<file path="config.mk">
export PLATFORM = sky130hd
export DESIGN_NAME = sol_strike_ctrl
export DESIGN_NICKNAME = d
export VERILOG_FILES = /design/src/rtl/sol_pkg.sv /design/src/rtl/sol_seq.sv /design/src/rtl/sol_prescale.sv /design/src/rtl/sol_pwm.sv /design/src/rtl/sol_strike_ctrl.sv
export SDC_FILE = /design/constraint.sdc
export NUM_CORES = 1
export LEC_CHECK = 0
export ABC_AREA = 1
export BUFFER_PORTS_ARGS = -buffer_cell sky130_fd_sc_hd__buf_2
export CAP_MARGIN = 0
export CORE_MARGIN = 2
export CORE_UTILIZATION = 45
export DETAILED_ROUTE_END_ITERATION = 12
export GPL_TIMING_DRIVEN = 0
export SYNTH_ARGS = -nofsm -noshare
export SYNTH_HDL_FRONTEND = slang
export SYNTH_SLANG_ARGS = --single-unit
</file>
<file path="constraint.sdc">
create_clock -name clk -period 6.9 [get_ports clk]
set_clock_uncertainty 0.1 [all_clocks]
set_input_delay 0.69 -clock clk [delete_from_list [all_inputs] [get_ports clk]]
set_output_delay 0.69 -clock clk [all_outputs]
set_load 0.02 [all_outputs]
</file>
<file path="src/rtl/sol_pkg.sv">
package sol_pkg;

    localparam int CODE_W = 4;
    localparam int SHIFT_MAX = (1 << CODE_W) - 2;

    typedef enum logic [1:0] {
        PH_OFF    = 2'd0,
        PH_ATTACK = 2'd1,
        PH_GAP    = 2'd2,
        PH_HOLD   = 2'd3
    } phase_e;

    typedef enum logic [1:0] {
        SOL_OFF    = 2'd0,
        SOL_ATTACK = 2'd1,
        SOL_HOLD   = 2'd2
    } sol_state_e;

    typedef struct packed {
        logic       attack;
        logic       hold_run;
        sol_state_e state;
    } drive_s;

    // code 0 is folded onto code 1; code v selects a shift of v-1
    function automatic logic [CODE_W-1:0] code_shift(input logic [CODE_W-1:0] code);
        return (code == '0) ? '0 : code - CODE_W'(1);
    endfunction

    function automatic drive_s decode_phase(input phase_e ph);
        drive_s d;
        d.attack   = (ph == PH_ATTACK);
        d.hold_run = (ph == PH_HOLD);
        unique case (ph)
            PH_OFF:    d.state = SOL_OFF;
            PH_ATTACK: d.state = SOL_ATTACK;
            default:   d.state = SOL_HOLD;
        endcase
        return d;
    endfunction

endpackage

</file>
<file path="src/rtl/sol_seq.sv">
module sol_seq
    import sol_pkg::*;
#(
    parameter int ATK_W = 20,
    parameter int DLY_W = 20
) (
    input  logic             clk,
    input  logic             rst,
    input  logic             start_i,
    input  logic             release_i,
    input  logic [ATK_W-1:0] atk_len_i,
    input  logic [DLY_W-1:0] hold_dly_i,
    output phase_e           phase_o
);

    localparam int CW = (ATK_W > DLY_W) ? ATK_W : DLY_W;

    phase_e        phase_q;
    logic [CW-1:0] cnt_q;
    logic [CW-1:0] atk_q;
    logic [CW-1:0] dly_q;

    always_ff @(posedge clk) begin
        if (rst) begin
            phase_q <= PH_OFF;
            cnt_q   <= '0;
            atk_q   <= CW'(1);
            dly_q   <= '0;
        end else if (release_i) begin
            phase_q <= PH_OFF;
            cnt_q   <= '0;
        end else if (start_i) begin
            phase_q <= PH_ATTACK;
            cnt_q   <= '0;
            atk_q   <= (atk_len_i == '0) ? CW'(1) : CW'(atk_len_i);
            dly_q   <= CW'(hold_dly_i);
        end else begin
            unique case (phase_q)
                PH_ATTACK: begin
                    if (cnt_q == atk_q - CW'(1)) begin
                        cnt_q   <= '0;
                        phase_q <= (dly_q == '0) ? PH_HOLD : PH_GAP;
                    end else begin
                        cnt_q <= cnt_q + CW'(1);
                    end
                end
                PH_GAP: begin
                    if (cnt_q == dly_q - CW'(1)) begin
                        cnt_q   <= '0;
                        phase_q <= PH_HOLD;
                    end else begin
                        cnt_q <= cnt_q + CW'(1);
                    end
                end
                default: begin
                    cnt_q <= '0;
                end
            endcase
        end
    end

    assign phase_o = phase_q;

    // a start without release always opens a fresh attack
    p_restart_r9: assert property (@(posedge clk) disable iff (rst)
        (start_i && !release_i) |=> (phase_q == PH_ATTACK && cnt_q == '0));

    // the attack count never passes the latched length
    p_attack_len_r2: assert property (@(posedge clk) disable iff (rst)
        (phase_q == PH_ATTACK) |-> (cnt_q < atk_q));

    // hold persists until a strobe arrives
    p_hold_sticky_r3: assert property (@(posedge clk) disable iff (rst)
        (phase_q == PH_HOLD && !start_i && !release_i) |=> (phase_q == PH_HOLD));

endmodule

</file>
<file path="src/rtl/sol_prescale.sv">
module sol_prescale
    import sol_pkg::*;
#(
    parameter int SHIFT_W = SHIFT_MAX
) (
    input  logic              clk,
    input  logic              rst,
    input  logic              run_i,
    input  logic [CODE_W-1:0] code_i,
    output logic              tick_o
);

    localparam int CNT_W = (SHIFT_W < 1) ? 1 : SHIFT_W;

    logic [CNT_W-1:0]  cnt_q;
    logic [CNT_W-1:0]  limit;
    logic [CNT_W-1:0]  ones;
    logic [CODE_W-1:0] sh;

    always_comb begin
        ones  = '1;
        sh    = code_shift(code_i);
        limit = ~(ones << sh);
    end

    // >= keeps the counter from running away when the code shrinks mid-hold
    assign tick_o = run_i && (cnt_q >= limit);

    always_ff @(posedge clk) begin
        if (rst || !run_i) begin
            cnt_q <= '0;
        end else if (tick_o) begin
            cnt_q <= '0;
        end else begin
            cnt_q <= cnt_q + CNT_W'(1);
        end
    end

    // the divider restarts from zero whenever the hold stops
    p_presc_restart_r6: assert property (@(posedge clk) disable iff (rst)
        !run_i |=> (cnt_q == '0));

    // after a tick the divider begins a new interval
    p_presc_wrap_r6: assert property (@(posedge clk) disable iff (rst)
        (tick_o && run_i) |=> (cnt_q == '0));

endmodule

</file>
<file path="src/rtl/sol_pwm.sv">
module sol_pwm #(
    parameter int PWM_W = 8
) (
    input  logic             clk,
    input  logic             rst,
    input  logic             run_i,
    input  logic             tick_i,
    input  logic [PWM_W-1:0] duty_i,
    output logic             pwm_o
);

    logic [PWM_W-1:0] pcnt_q;
    logic [PWM_W-1:0] duty_q;
    logic             wrap;

    assign wrap = tick_i && (pcnt_q == '1);

    always_ff @(posedge clk) begin
        if (rst) begin
            pcnt_q <= '0;
            duty_q <= '0;
        end else if (!run_i) begin
            pcnt_q <= '0;
            duty_q <= duty_i;
        end else if (tick_i) begin
            pcnt_q <= pcnt_q + PWM_W'(1);
            if (wrap) begin
                duty_q <= duty_i;
            end
        end
    end

    assign pwm_o = run_i && (pcnt_q < duty_q);

    // every hold begins at count zero
    p_pwm_first_r5: assert property (@(posedge clk) disable iff (rst)
        $rose(run_i) |-> (pcnt_q == '0));

    // duty is frozen inside a running period
    p_duty_hold_r7: assert property (@(posedge clk) disable iff (rst)
        (run_i && !wrap) |=> (!run_i || $stable(duty_q)));

endmodule

</file>
<file path="src/rtl/sol_strike_ctrl.sv">
module sol_strike_ctrl
    import sol_pkg::*;
#(
    parameter int ATK_W = 20,
    parameter int DLY_W = 20,
    parameter int PWM_W = 8
) (
    input  logic              clk,
    input  logic              rst,
    input  logic              start_i,
    input  logic              release_i,
    input  logic [ATK_W-1:0]  atk_len_i,
    input  logic [DLY_W-1:0]  hold_dly_i,
    input  logic [PWM_W-1:0]  duty_i,
    input  logic [CODE_W-1:0] presc_code_i,
    output logic              attack_o,
    output logic              hold_pwm_o,
    output logic [1:0]        state_o
);

    phase_e phase;
    drive_s drv;
    logic   tick;

    sol_seq #(
        .ATK_W(ATK_W),
        .DLY_W(DLY_W)
    ) u_seq (
        .clk       (clk),
        .rst       (rst),
        .start_i   (start_i),
        .release_i (release_i),
        .atk_len_i (atk_len_i),
        .hold_dly_i(hold_dly_i),
        .phase_o   (phase)
    );

    assign drv = decode_phase(phase);

    sol_prescale #(
        .SHIFT_W(SHIFT_MAX)
    ) u_presc (
        .clk   (clk),
        .rst   (rst),
        .run_i (drv.hold_run),
        .code_i(presc_code_i),
        .tick_o(tick)
    );

    sol_pwm #(
        .PWM_W(PWM_W)
    ) u_pwm (
        .clk   (clk),
        .rst   (rst),
        .run_i (drv.hold_run),
        .tick_i(tick),
        .duty_i(duty_i),
        .pwm_o (hold_pwm_o)
    );

    assign attack_o = drv.attack;
    assign state_o  = drv.state;

    // full power and hold drive are mutually exclusive
    p_exclusive_r10: assert property (@(posedge clk) disable iff (rst)
        !(attack_o && hold_pwm_o));

    // release silences everything on the next edge
    p_release_off_r8: assert property (@(posedge clk) disable iff (rst)
        release_i |=> (state_o == 2'd0 && !attack_o && !hold_pwm_o));

    // state code tracks the attack output
    p_state_attack_r4: assert property (@(posedge clk) disable iff (rst)
        attack_o |-> (state_o == 2'd1));

endmodule

</file>
==> impl_metrics.env <==
export IMPL_drive_above_1_share_pct=11.8
export IMPL_final_common_cell="nand2_1"
export IMPL_ios=60
export IMPL_crit_fanout=10
export IMPL_share_seq_of_total_power_pct=44.3
export IMPL_ys_seq_area_share_pct=30.3
export IMPL_critical_path_required_ns=7.05
export IMPL_crit_buf_inv=4
export IMPL_dr_pass1_iters=5
export IMPL_status="finished, final reports clean"
export IMPL_wl_met1_mm=7.56
export IMPL_worstSetupEndpointType="flip-flop"
export IMPL_swShare_pct=28.4
export IMPL_hold_path_class="flip-flop to flip-flop"
export IMPL_cts_resized=0
export IMPL_path_cells="buf_2 -> clkbuf_1 -> o21ai_0 -> ha_1 -> nand2_1 -> o21ai_1 -> nand2_1 -> o211a_1 -> nand3_1 -> nand3_1 -> inv_1 -> a21oi_2 -> buf_2 -> nand2_1 -> nand2_1 -> nor2_1"
export IMPL_final_cells=1187
export IMPL_grt_setup_unrepaired="no"
export IMPL_grt_overflow_total=0
export IMPL_crit_type="input pin to flip-flop"
export IMPL_worstMarginPinSlew_ns=0.679
export IMPL_final_nets=1093
export IMPL_placedCellCount=1172
export IMPL_postRouteAntennaNets=0
export IMPL_wl_met3_microns=689
export IMPL_relSlewSlack_pct=54.7
export IMPL_holdCritStartpoint="u_pwm.pcnt_q[4]"
export IMPL_grt_total_usage_pct=21.6
export IMPL_cts_num_sinks=92
export IMPL_dpl_worst_slack_ns=3.57
export IMPL_vias=5694
export IMPL_fp_dieH_microns=120
export IMPL_switchingPower_mw=0.364
export IMPL_arrival_ns=3.10
export IMPL_drc=0
export IMPL_area_growth_pct=13.2
export IMPL_clock_root_buffer="clkbuf_16"
export IMPL_rr_worst_depth=14
export IMPL_grt_max_degree=15
export IMPL_highest_layer="met4"
export IMPL_post_dp_hpwl_mm=11.7
export IMPL_die_area_sq_mm=0.0145
export IMPL_synthesis_area_sq_mm=0.00609
export IMPL_p_clk_share_pct=39.1
export IMPL_htree_levels=3
export IMPL_clk_pin_slew_ns=0.06
export IMPL_cts_hold_buf=0
export IMPL_fin_crit_sh_pct=42.8
export IMPL_crit_path_max_incr_delay_ns=0.29
export IMPL_tns_ns=0
export IMPL_final_seq_area_sq_mm=0.00184
export IMPL_viasPerCell=4.80
export IMPL_grt_pass1_vias=5300
export IMPL_cts_setup_buffers=0
export IMPL_met2WireLength_mm=6.22
export IMPL_peakVddDrop_mv=0.128
export IMPL_drtIter0Drc=345
export IMPL_cts_buffers=9
export IMPL_syn_num_nets=1024
export IMPL_worstHoldPathCells=2
export IMPL_die_w_microns=120
export IMPL_finalMaxSlewViolations=0
export IMPL_fmax_mhz=339
export IMPL_cap_viol_max_count=0
export IMPL_layout_min_cycle_time_ns=2.95
export IMPL_r2r_end="u_pwm.duty_q[6]"
export IMPL_synth_distinct_cells=41
export IMPL_yosysWarningCount=0
export IMPL_r2r_start="u_presc.cnt_q[1]"
export IMPL_slowest_stage="clkbuf_1"
export IMPL_critPathTopFamily="buffers and inverters"
export IMPL_critPathLaunchType="input pin"
export IMPL_crit_top_cell="nand2_1"
export IMPL_syn_avg_cell_area_sq_um=6.49
export IMPL_routedWlPerCell_microns=12.4
export IMPL_row_count=42
export IMPL_syn_instance_count=938
export IMPL_pwr_share_comb_pct=16.6
export IMPL_coreArea_sq_mm=0.0132
export IMPL_min_delay_worst_endpoint="u_pwm.pcnt_q[4]"
export IMPL_numPortBuffers=58
export IMPL_multiInputGateArea_sq_mm=0.00366
export IMPL_cts_tree="done"
export IMPL_layout_setup_ws_ns=3.95
export IMPL_gp_congestion=0.880
export IMPL_hold_viol=0
export IMPL_power_density_mw_per_mm2=186
export IMPL_most_common_layout_cells="220 x nand2_1, 163 x nor2_1, 127 x inv_1"
export IMPL_antenna_cells=0
export IMPL_finalWirelength_mm=14.7
export IMPL_grt_antenna_before_repair=1
export IMPL_intPower_mw=0.920
export IMPL_ys_ff_latch=92
export IMPL_setup_viol=0
export IMPL_p_leak_nw=3.12
export IMPL_nFillCells=1419
export IMPL_insertion_delay_ns=0.36
export IMPL_start_util_pct=46.0
export IMPL_grt_pass1_wl_mm=25.1
export IMPL_cts_buffer_depth=2
export IMPL_power_mw=1.28
export IMPL_r2r_slack_ns=4.45
[per-stage QoR]
stage	hold slack (ns)	util, %	cell area [sq um]
floorplan	0.347	-	6090
global placement	0.366	49.8	6600
detailed placement	0.380	49.8	6600
CTS	0.391	52.0	6890
global route	0.416	52.0	6890
finish	0.393	52.0	6890
[kinds of logic after synthesis]
group,after synthesis,synth area share [%]
AOI/OAI and AO/OA,111,9.97
xor gates and xnor gates,43,6.64
adders and majority gates,30,6.17
buffers and inverters,150,9.56
DFF,92,30.3
and+or+nand+nor,512,37.4
[layer usage]
metal	global-route usage [%]	vias up
met1	30.7	2460
li1	-	3124
met5	0	-
met3	4.62	15
met2	33.5	95
met4	5.38	0
[state kept, by name (all words and copies together), names as in the netlist]
name / cells
u_seq.phase_o: 2
u_seq.cnt_q: 20
u_presc.cnt_q: 14
u_pwm.pcnt_q: 8
u_pwm.duty_q: 8
u_seq.dly_q: 20
u_seq.atk_q: 20
[worst register-to-register path, cell delays in order, from the launching register on]
cell and delay (ns):
dfxtp_1 0.43, ha_1 0.26, inv_1 0.08, nor2_1 0.04
o21ai_1 0.11, o211ai_1 0.10, nand3_1 0.08, nand3_1 0.20
nand3_1 0.16, inv_1 0.06, a21oi_2 0.29, buf_2 0.28
nand2_1 0.07, nand2_1 0.06, nor2_1 0.04
[cell type report]
type	instances	share of cell area [%]
buffer	20	1.36
clock buffer	12	3.58
clock inverter	3	0.690
inverter	130	7.08
multi-input combinational	696	53.2
sequential	92	26.7
tap	176	3.20
timing repair buffer	58	4.21
[power by group through the flow]
| stage | combinational, mW | clock, mW | sequential, mW |
|---|---|---|---|
| final | 0.214 | 0.502 | 0.569 |
| after detailed placement | 0.214 | 0 | 0.580 |
| after floorplan | 0.159 | 0 | 0.574 |
| after CTS | 0.215 | 0.516 | 0.568 |
| after global placement | 0.213 | 0 | 0.580 |
| after global routing | 0.252 | 0.534 | 0.571 |
[how the worst max path moves through the flow]
stage,from,cells after the start,endpoint,slack (ns)
CTS,presc_code_i[3],16,u_pwm.duty_q[5],3.95
global placement,presc_code_i[3],16,u_pwm.duty_q[5],3.55
floorplan,presc_code_i[3],15,u_pwm.duty_q[5],4.17
global route,presc_code_i[3],16,u_pwm.duty_q[5],3.67
detailed placement,presc_code_i[3],16,u_pwm.duty_q[5],3.57
finish,presc_code_i[3],16,u_pwm.duty_q[6],3.95
[cells in the mapped netlist, drive strengths merged]
cell	instances	share of area, %
o31ai	2	0.25
o21ai	54	4.4
a21oi	40	3.4
and2	1	0.10
nand3	48	4.2
o211a	1	0.16
nor3b	5	0.62
inv	130	8.0
dfxtp	92	30
buf	5	0.60
nand3b	5	0.62
nand4	15	1.5
or2	3	0.31
ha	30	6.2
nor2	174	12
nor4	11	1.2
a21boi	1	0.12
a31oi	2	0.21
a211oi	6	0.74
a311oi	1	0.14
xnor2	18	2.6
xnor3	2	0.74
o21bai	2	0.25
xor2	23	3.3
o211ai	2	0.25
nor3	21	2.6
clkbuf	15	0.95
nand2	229	14
No activity file was read; power rests on OpenSTA's default activity.
